`src/rtl/scanline_pkg.sv`:
```
package scanline_pkg;
  localparam int LINE_W = 9;
  localparam int REG_W  = 16;

  // status word bit positions (software decodes these)
  localparam int BIT_VBL      = 0;
  localparam int BIT_HBL      = 1;
  localparam int BIT_MATCH    = 2;
  localparam int BIT_VIRQ_EN  = 3;
  localparam int BIT_HIRQ_EN  = 4;
  localparam int BIT_MIRQ_EN  = 5;
  localparam int BIT_TGT_HI   = 7;
  localparam int TGT_LO_LSB   = 8;

  // bits the CPU may write: 3..5 and 7..15
  localparam logic [REG_W-1:0] CTRL_MASK = 16'hFFB8;

  typedef enum logic {
    SEL_STATUS = 1'b0,
    SEL_LINE   = 1'b1
  } reg_sel_e;

  typedef struct packed {
    logic match;
    logic hbl;
    logic vbl;
  } flags_t;
endpackage

```
`src/rtl/sl_phase_counter.sv`:
```
module sl_phase_counter #(
  parameter int TICKS_PER_UNIT = 12,
  parameter int VIS_UNITS      = 256,
  parameter int HBL_UNITS      = 99
) (
  input  logic clk,
  input  logic rst_n,
  input  logic tick,
  output logic hb_begin,
  output logic line_end
);
  localparam int LINE_UNITS = VIS_UNITS + HBL_UNITS;
  localparam int UCNT_W     = (LINE_UNITS > 1) ? $clog2(LINE_UNITS) : 1;

  logic unit_stb;

  generate
    if (TICKS_PER_UNIT > 1) begin : g_prescale
      localparam int PCNT_W = $clog2(TICKS_PER_UNIT);
      logic [PCNT_W-1:0] pcnt;
      assign unit_stb = tick && (pcnt == PCNT_W'(TICKS_PER_UNIT - 1));
      always_ff @(posedge clk) begin
        if (!rst_n)    pcnt <= '0;
        else if (tick) pcnt <= unit_stb ? '0 : pcnt + 1'b1;
      end
    end else begin : g_direct
      assign unit_stb = tick;
    end
  endgenerate

  logic [UCNT_W-1:0] ucnt;
  logic              last_unit;

  assign last_unit = (ucnt == UCNT_W'(LINE_UNITS - 1));

  always_ff @(posedge clk) begin
    if (!rst_n)        ucnt <= '0;
    else if (unit_stb) ucnt <= last_unit ? '0 : ucnt + 1'b1;
  end

  assign hb_begin = unit_stb && (ucnt == UCNT_W'(VIS_UNITS - 1));
  assign line_end = unit_stb && last_unit;
endmodule

```
`src/rtl/sl_line_counter.sv`:
```
module sl_line_counter
  import scanline_pkg::*;
#(
  parameter int NUM_LINES = 263,
  parameter int VBL_LINE  = 192
) (
  input  logic              clk,
  input  logic              rst_n,
  input  logic              step,
  output logic [LINE_W-1:0] line_q,
  output logic [LINE_W-1:0] line_nxt,
  output logic              enter_vbl,
  output logic              wrap,
  output logic              visible
);
  assign line_nxt = (line_q == LINE_W'(NUM_LINES - 1)) ? '0 : line_q + 1'b1;

  always_ff @(posedge clk) begin
    if (!rst_n)    line_q <= '0;
    else if (step) line_q <= line_nxt;
  end

  assign enter_vbl = step && (line_nxt == LINE_W'(VBL_LINE));
  assign wrap      = step && (line_nxt == '0);
  assign visible   = (line_q < LINE_W'(VBL_LINE));
endmodule

```
`src/rtl/sl_line_compare.sv`:
```
module sl_line_compare
  import scanline_pkg::*;
(
  input  logic [7:0]        tgt_lo,
  input  logic              tgt_hi,
  input  logic [LINE_W-1:0] line_nxt,
  output logic              hit
);
  logic [LINE_W-1:0] target;
  assign target = {tgt_hi, tgt_lo};
  assign hit    = (line_nxt == target);
endmodule

```
`src/rtl/sl_status_reg.sv`:
```
module sl_status_reg
  import scanline_pkg::*;
(
  input  logic             clk,
  input  logic             rst_n,
  input  logic             wr_en,
  input  logic [REG_W-1:0] wdata,
  input  logic             hb_begin,
  input  logic             line_step,
  input  logic             enter_vbl,
  input  logic             wrap,
  input  logic             hit,
  output logic [REG_W-1:0] status_q
);
  flags_t           flags;
  logic [REG_W-1:0] ctrl_q;

  always_ff @(posedge clk) begin
    if (!rst_n) begin
      flags <= '0;
    end else begin
      if (wrap)           flags.vbl <= 1'b0;
      else if (enter_vbl) flags.vbl <= 1'b1;
      if (line_step)      flags.hbl <= 1'b0;
      else if (hb_begin)  flags.hbl <= 1'b1;
      if (line_step)      flags.match <= hit;
    end
  end

  always_ff @(posedge clk) begin
    if (!rst_n)     ctrl_q <= '0;
    else if (wr_en) ctrl_q <= wdata & CTRL_MASK;
  end

  assign status_q = ctrl_q | {{(REG_W-3){1'b0}}, flags.match, flags.hbl, flags.vbl};
endmodule

```
`src/rtl/scanline_timer.sv`:
```
module scanline_timer
  import scanline_pkg::*;
#(
  parameter int TICKS_PER_UNIT = 12,
  parameter int VIS_UNITS      = 256,
  parameter int HBL_UNITS      = 99,
  parameter int NUM_LINES      = 263,
  parameter int VBL_LINE       = 192
) (
  input  logic        clk,
  input  logic        rst_n,
  input  logic        tick_i,
  input  logic        reg_wr_i,
  input  logic        reg_sel_i,
  input  logic [15:0] reg_wdata_i,
  output logic [15:0] reg_rdata_o,
  output logic        hblank_o,
  output logic        hblank_irq_o,
  output logic        hblank_dma_o,
  output logic        vblank_o,
  output logic        vblank_irq_o,
  output logic        line_match_irq_o
);
  logic              hb_begin, line_end;
  logic [LINE_W-1:0] line_q, line_nxt;
  logic              enter_vbl, wrap, visible, hit;
  logic [REG_W-1:0]  status_q;
  logic              stat_wr;

  sl_phase_counter #(
    .TICKS_PER_UNIT(TICKS_PER_UNIT),
    .VIS_UNITS     (VIS_UNITS),
    .HBL_UNITS     (HBL_UNITS)
  ) u_phase (
    .clk     (clk),
    .rst_n   (rst_n),
    .tick    (tick_i),
    .hb_begin(hb_begin),
    .line_end(line_end)
  );

  sl_line_counter #(
    .NUM_LINES(NUM_LINES),
    .VBL_LINE (VBL_LINE)
  ) u_line (
    .clk      (clk),
    .rst_n    (rst_n),
    .step     (line_end),
    .line_q   (line_q),
    .line_nxt (line_nxt),
    .enter_vbl(enter_vbl),
    .wrap     (wrap),
    .visible  (visible)
  );

  sl_line_compare u_cmp (
    .tgt_lo  (status_q[TGT_LO_LSB +: 8]),
    .tgt_hi  (status_q[BIT_TGT_HI]),
    .line_nxt(line_nxt),
    .hit     (hit)
  );

  assign stat_wr = reg_wr_i && (reg_sel_i == SEL_STATUS);

  sl_status_reg u_stat (
    .clk      (clk),
    .rst_n    (rst_n),
    .wr_en    (stat_wr),
    .wdata    (reg_wdata_i),
    .hb_begin (hb_begin),
    .line_step(line_end),
    .enter_vbl(enter_vbl),
    .wrap     (wrap),
    .hit      (hit),
    .status_q (status_q)
  );

  // events use the enables held before any write on the same edge
  always_ff @(posedge clk) begin
    if (!rst_n) begin
      hblank_o         <= 1'b0;
      hblank_irq_o     <= 1'b0;
      hblank_dma_o     <= 1'b0;
      vblank_o         <= 1'b0;
      vblank_irq_o     <= 1'b0;
      line_match_irq_o <= 1'b0;
    end else begin
      hblank_o         <= hb_begin;
      hblank_irq_o     <= hb_begin && status_q[BIT_HIRQ_EN];
      hblank_dma_o     <= hb_begin && visible;
      vblank_o         <= enter_vbl;
      vblank_irq_o     <= enter_vbl && status_q[BIT_VIRQ_EN];
      line_match_irq_o <= line_end && hit && status_q[BIT_MIRQ_EN];
    end
  end

  assign reg_rdata_o = (reg_sel_i == SEL_LINE) ? {{(REG_W-LINE_W){1'b0}}, line_q} : status_q;
endmodule

```
`config.mk`:
```
export PLATFORM = sky130hd
export DESIGN_NAME = scanline_timer
export DESIGN_NICKNAME = d
export VERILOG_FILES = /design/src/rtl/scanline_pkg.sv /design/src/rtl/sl_phase_counter.sv /design/src/rtl/sl_line_counter.sv /design/src/rtl/sl_line_compare.sv /design/src/rtl/sl_status_reg.sv /design/src/rtl/scanline_timer.sv
export SDC_FILE = /design/constraint.sdc
export NUM_CORES = 1
export LEC_CHECK = 0
export ABC_AREA = 1
export BUFFER_PORTS_ARGS = -buffer_cell sky130_fd_sc_hd__clkbuf_2
export CORE_AREA = 5 5 74 76
export DETAILED_ROUTE_END_ITERATION = 7
export DIE_AREA = 0 0 79 81
export GPL_ROUTABILITY_DRIVEN = 0
export PLACE_DENSITY_LB_ADDON = 0.08
export SYNTH_ARGS = -nofsm -noshare
export SYNTH_HDL_FRONTEND = slang
export SYNTH_SLANG_ARGS = --single-unit
```
`constraint.sdc`:
```
create_clock -name clk -period 1.75 [get_ports clk]
set_input_delay 0.2625 -clock clk [delete_from_list [all_inputs] [get_ports clk]]
set_output_delay 0.2625 -clock clk [all_outputs]
set_load 0.05 [all_outputs]
```
# [Word-level counts from Yosys, hierarchy flattened]
# Cells that the tools add are included.
# W data, S select, Z words.
[totals] input_bits=21 regBits=43 word_cells=44 output_inout_bits=22
[classes] add_sub_neg=3 n_bitwise=3 mux=4 n_eq_ne=6 n_reduce_logical=14 n_lt_le_gt_ge=1
[ops] cell="$add A9 B1 Y9 const B" n=2
[ops] cell="$eq A9 B8 Y1 const B" n=2
[ops] cell="$eq A9 B9 Y1 const B" n=2
[ops] cell="$mux W9" n=2
[ops] cell="$mux W16" n=1
[ops] cell="$or A16 B3 Y16" n=1
[ops] cell="$logic_and A1 B1 Y1" n=11
[ops] cell="$eq A9 B9 Y1" n=1
[ops] cell="$logic_not A9 Y1" n=1
[ops] cell="$lt A9 B8 Y1 const B" n=1
[ops] cell="$add A4 B1 Y4 const B" n=1
[ops] cell="$eq A4 B4 Y1 const B" n=1
[ops] cell="$mux W4" n=1
[ops] cell="$reduce_or A2 Y1" n=2
[ops] cell="$not A1 Y1" n=2

# [Longest topological paths before layout]
[depth] ltp_word=5 depth_mapped=13 ltp_nobuf=12

# [Cells and area by module]
# A second synthesis with hierarchy kept.
[unflattened] hier_cells=417 hier_area_um2=2577.5
[by_module_without_submodules] mod="sl_phase_counter" seq_area_each_um2=260.2 cells_per_inst=110 instances=1 area_each_um2=758.2
[by_module_without_submodules] mod="sl_line_counter" seq_area_each_um2=180.2 cells_per_inst=111 instances=1 area_each_um2=678.2
[by_module_without_submodules] mod="sl_status_reg" seq_area_each_um2=300.3 cells_per_inst=93 instances=1 area_each_um2=615.6
[by_module_without_submodules] mod="scanline_timer" seq_area_each_um2=120.1 cells_per_inst=65 instances=1 area_each_um2=365.4
[by_module_without_submodules] mod="sl_line_compare" seq_area_each_um2=0.0 cells_per_inst=38 instances=1 area_each_um2=160.2

# [Worst setup path before layout]
# OpenSTA, ideal clock, no wires.
[synth_timing] path_kind="register to output" start="reg u_line.line_q[0]" end="out reg_rdata_o[0]" t_arrival_ns=1.595 path_slack_ns=-0.108 path_stages_with_launch=3 path_buffers=0 path_cell_list="dfxtp_1 -> inv_1 -> o21ai_0"
[synth_between] elab_chain_len=1
[synth_lines] element="from (decl)" line_no="sl_line_counter.sv:10" source="output logic [LINE_W-1:0] line_q,"
[synth_lines] element="from (signal assigned)" line_no="sl_line_counter.sv:20" source="else if (step) line_q <= line_nxt;"
[synth_lines] element="$mux W16" line_no="scanline_timer.sv:97" source="assign reg_rdata_o = (reg_sel_i == SEL_LINE) ? {{(REG_W-LINE_W){1'b0}}, line_q} : status_q;"
[synth_lines] element="to (decl)" line_no="scanline_timer.sv:16" source="output logic [15:0] reg_rdata_o,"
# No other way between the ends.

# [Worst setup path after layout]
[layout_timing] start="reg u_phase.ucnt[0]" end="reg line_match_irq_o"
[layout_between] elab_chain_len=4
[layout_lines] element="from (decl)" line_no="sl_phase_counter.sv:31" source="logic [UCNT_W-1:0] ucnt;"
[layout_lines] element="from (signal assigned)" line_no="sl_phase_counter.sv:38" source="else if (unit_stb) ucnt <= last_unit ? '0 : ucnt + 1'b1;"
[layout_lines] element="$eq A9 B9 Y1" line_no="sl_phase_counter.sv:34" source="assign last_unit = (ucnt == UCNT_W'(LINE_UNITS - 1));"
[layout_lines] element="$logic_and A1 B1 Y1" line_no="sl_phase_counter.sv:42" source="assign line_end = unit_stb && last_unit;"
[layout_lines] element="$logic_and A1 B1 Y1 (2 in series)" line_no="scanline_timer.sv:93" source="line_match_irq_o <= line_end && hit && status_q[BIT_MIRQ_EN];"
[layout_lines] element="to (signal assigned)" line_no="scanline_timer.sv:93"
[layout_lines] element="to (decl)" line_no="scanline_timer.sv:22" source="output logic line_match_irq_o"
# No other way between the ends.
# A chain may end at the register's enable or synchronous reset.

==> qor.json <==
{
  "yosys": {
    "syn-mean-instance-area_sq_um": 6.949,
    "post_synth_instance_area_sq_um": 2258,
    "ys.warnings.count": 0,
    "synthCells": 325,
    "synth_top_family_by_area": "simple AND/OR/NAND/NOR gates",
    "yosys-top-cells-area": "dfxtp_1 (38%), nand2_1 (11%), inv_1 (6.1%)",
    "synth_seq_cells": 43,
    "async_reset_ff_frac": 0,
    "synth_simple_gate_area_frac": 0.3341,
    "cell_type_with_the_largest_total_area_after_synthesis": "dfxtp_1",
    "synth.lib_cells_used.distinct": 34,
    "synth_largest_type_area_fraction": 0.3812,
    "mapped_nets": 352,
    "top_reg_cell_synth": "dfxtp_1",
    "area_share_of_fa_ha_maj_cells_after_synthesis": 0.03324,
    "synthMuxAreaShare": 0,
    "post_synth_xor_area_fraction": 0.007756,
    "synth_sequential_area_ratio": 0.3812,
    "synth-compound-area-share": 0.1391,
    "synth_enable_flop_cells": 0
  },
  "pwr": {
    "clkPwrFrac": 0.345,
    "switching_power_mw": 0.4895,
    "combinationalPowerShare": 0.100,
    "power.ir.vdd_worst_mv": 0.3335,
    "swShare": 0.2690,
    "power.sequential.fraction": 0.554,
    "internal_power_mw": 1.330,
    "power-per-cell-area_nw_per_um2": 655.9,
    "leakagePower_nw": 1.236
  },
  "placed_design": {
    "detailedPlacementHpwl_mm": 4.254,
    "io_buffers": 38,
    "place_inst": 421
  },
  "routing": {
    "route.antenna.remaining_nets": 0,
    "wire_per_inst_um": 12.70,
    "drt-pass1-iter-count": 4,
    "remaining_drc_errors": 0,
    "routed_vias_inst": 4.979,
    "first_iter_violations": 80,
    "routed-via-count": 2151,
    "routed_wirelength_mm": 5.488
  },
  "sta": {
    "maximum_achievable_frequency_mhz": 579.1,
    "maxSlewViolCount": 0,
    "slew-limit-headroom": 0.8127,
    "hold_viol_final": 0,
    "rsz0062_at_grt": "true",
    "fin_worst_hold_slack_ns": 0.2406,
    "worstMarginPinSlew_ns": 0.2821,
    "tmin_final_ns": 1.727,
    "final_period_utilization": 0.9868,
    "worst_clock_skew_ns": 0.006968,
    "timing.final.setup_violations": 0
  },
  "layout": {
    "layout.nets": 404,
    "layout_commonest_cell": "nand2_1",
    "post_route_cells_drive_above_1_share": 0.3069,
    "n_antenna_cell": 0,
    "final-instance-count-excl-fill": 432,
    "layout.core_utilization": 0.5952,
    "area_delta_synth_final_pct": 22.83,
    "fillerInstances": 459,
    "most_frequent_cells_in_the_layout": "nand2_1 (67), dfxtp_1 (39), clkbuf_2 (38)"
  },
  "cts": {
    "cts_buffers": 5,
    "clock-sinks": 43,
    "clockRootBuffer": "clkbuf_8",
    "worstSkewPairLatency_ns": 0.30,
    "cts-root-to-sink-buffers": 2,
    "clk_pin_slew_ns": 0.09,
    "ctsHtreeMaxLevel": 2,
    "tritoncts": "built",
    "cts_hold_buf": 0
  },
  "job": {
    "max_cap_violations": 0
  },
  "setup_path": {
    "timing.critical_path.required_ns": 1.98,
    "cp_data_arrival_time_ns": 1.96,
    "setup.worst_path.start_class": "flop",
    "critical_path_peak_fanout": 4,
    "worstSetupPathType": "flop to flop",
    "worstSetupEndpointType": "flop"
  },
  "global_route": {
    "globalRouteMet3Util": 0.04656,
    "number_of_antenna_violations_at_the_first_check_in_global_routing": 0,
    "grt_pass1_wl_mm": 9.032,
    "global_route.usage.total": 0.1803,
    "grt_overflow_total": 0,
    "grt_start_max_net_pins": 25,
    "via_count_of_the_first_global_routing_pass": 1985,
    "grt.met2_usage": 0.2803,
    "grt.met1_usage": 0.2405,
    "grt-busiest-layer": "met2"
  },
  "min_path": {
    "hold_class": "primary input to flop"
  },
  "floorplanning": {
    "rows": 25,
    "start_util": 0.4846,
    "die_area_sq_um": 6399,
    "core_area_sq_um": 4661,
    "floorplan.die.height_um": 81,
    "pin_count": 43,
    "fp.dieW_um": 79
  },
  "run_status": {
    "outcome": "completed"
  }
}
## registers in the layout, indices dropped and copies added (netlist names)
name	flops
hblank_irq_o	1
u_stat.flags	3
u_phase.ucnt	9
u_line.line_q	9
vblank_irq_o	1
vblank_o	1
line_match_irq_o	1
u_phase.g_prescale.pcnt	4
u_stat.ctrl_q	12
hblank_dma_o	1
hblank_o	1
## layout make-up
cell class	count	area, sq um	share of cell area
timing repair buffer	54	322.8	0.1164
tap	54	67.56	0.02436
clock buffer	6	72.57	0.02616
clock inverter	2	12.51	0.004511
sequential	43	870.8	0.3139
multi-input combinational	223	1237	0.4461
inverter	50	190.2	0.06856
## power groups by stage
stage	Clock (mW)	Combinational (mW)	Sequential [mW]
6_report	0.628	0.183	1.01
5_1_grt	0.692	0.204	1.01
4_1_cts	0.649	0.182	1.01
3_5_place_dp	0	0.182	1.03
3_3_place_gp	0	0.180	1.03
2_1_floorplan	0	0.124	1.03
## cell families after synthesis
group / after synthesis
AND/OR/NAND/NOR: 156
flip-flops: 43
buffers and inverters: 59
XOR/XNOR: 2
AO/OA/AOI/OAI: 59
adder cells (fa/ha/maj): 6
## repair_timing
| action | CTS | global route |
|---|---|---|
| endpoints found under the setup margin | 0 | 9 |
| buffers inserted | 0 | 3 |
| gates resized for setup | 0 | 24 |
## per-layer routing
layer	vias up	routed length, um
li1	1137	-
met1	955	2644
met2	51	2411
met3	8	331
met4	0	100
met5	-	0
## final timing paths
path                                      from                             to  slack, ns  depth (start not counted)
hold reg to reg   u_stat.flags[1]$_SDFFE_PP0P_   u_stat.flags[1]$_SDFFE_PP0P_       0.46                          2
setup / recovery  u_phase.ucnt[0]$_SDFFE_PN0P_    line_match_irq_o$_SDFF_PN0_       0.02                         11
setup reg to reg  u_phase.ucnt[0]$_SDFFE_PN0P_    line_match_irq_o$_SDFF_PN0_       0.02                         11
hold / removal                  reg_wdata_i[3]  u_stat.ctrl_q[3]$_SDFFE_PN0P_       0.24                          3
## cell usage after synthesis, types with 6 or more instances
cell type / count
dfxtp_1: 43
nand2_1: 69
a21oi_1: 21
ha_1: 6
inv_1: 37
inv_2: 10
o22ai_1: 6
nor2_1: 35
nor2_2: 6
nand3_1: 18
nand3_2: 6
o21ai_0: 26
## stage by stage
step | setup TNS, ns | instance area, sq um | setup slack (ns) | total power, mW
floorplan | -0.3438 | 2258 | -0.05731 | 1.156
global placement | 0 | 2580 | 0.08191 | 1.214
detailed placement | 0 | 2580 | 0.04407 | 1.216
CTS | 0 | 2665 | 0.01678 | 1.843
global route | -0.4055 | 2774 | -0.08811 | 1.907
finish | 0 | 2774 | 0.02316 | 1.819
## critical path: stages (launching register included)
cell	delay [ns]
dfxtp_4	0.37
buf_4	0.13
inv_1	0.06
ha_1	0.15
nand2_1	0.05
nor2_1	0.12
nand3_2	0.15
nor2_4	0.14
nand3_1	0.09
nor2_1	0.12
nand3_2	0.12
nor3_2	0.16
Power figures use the tool's default switching activity.
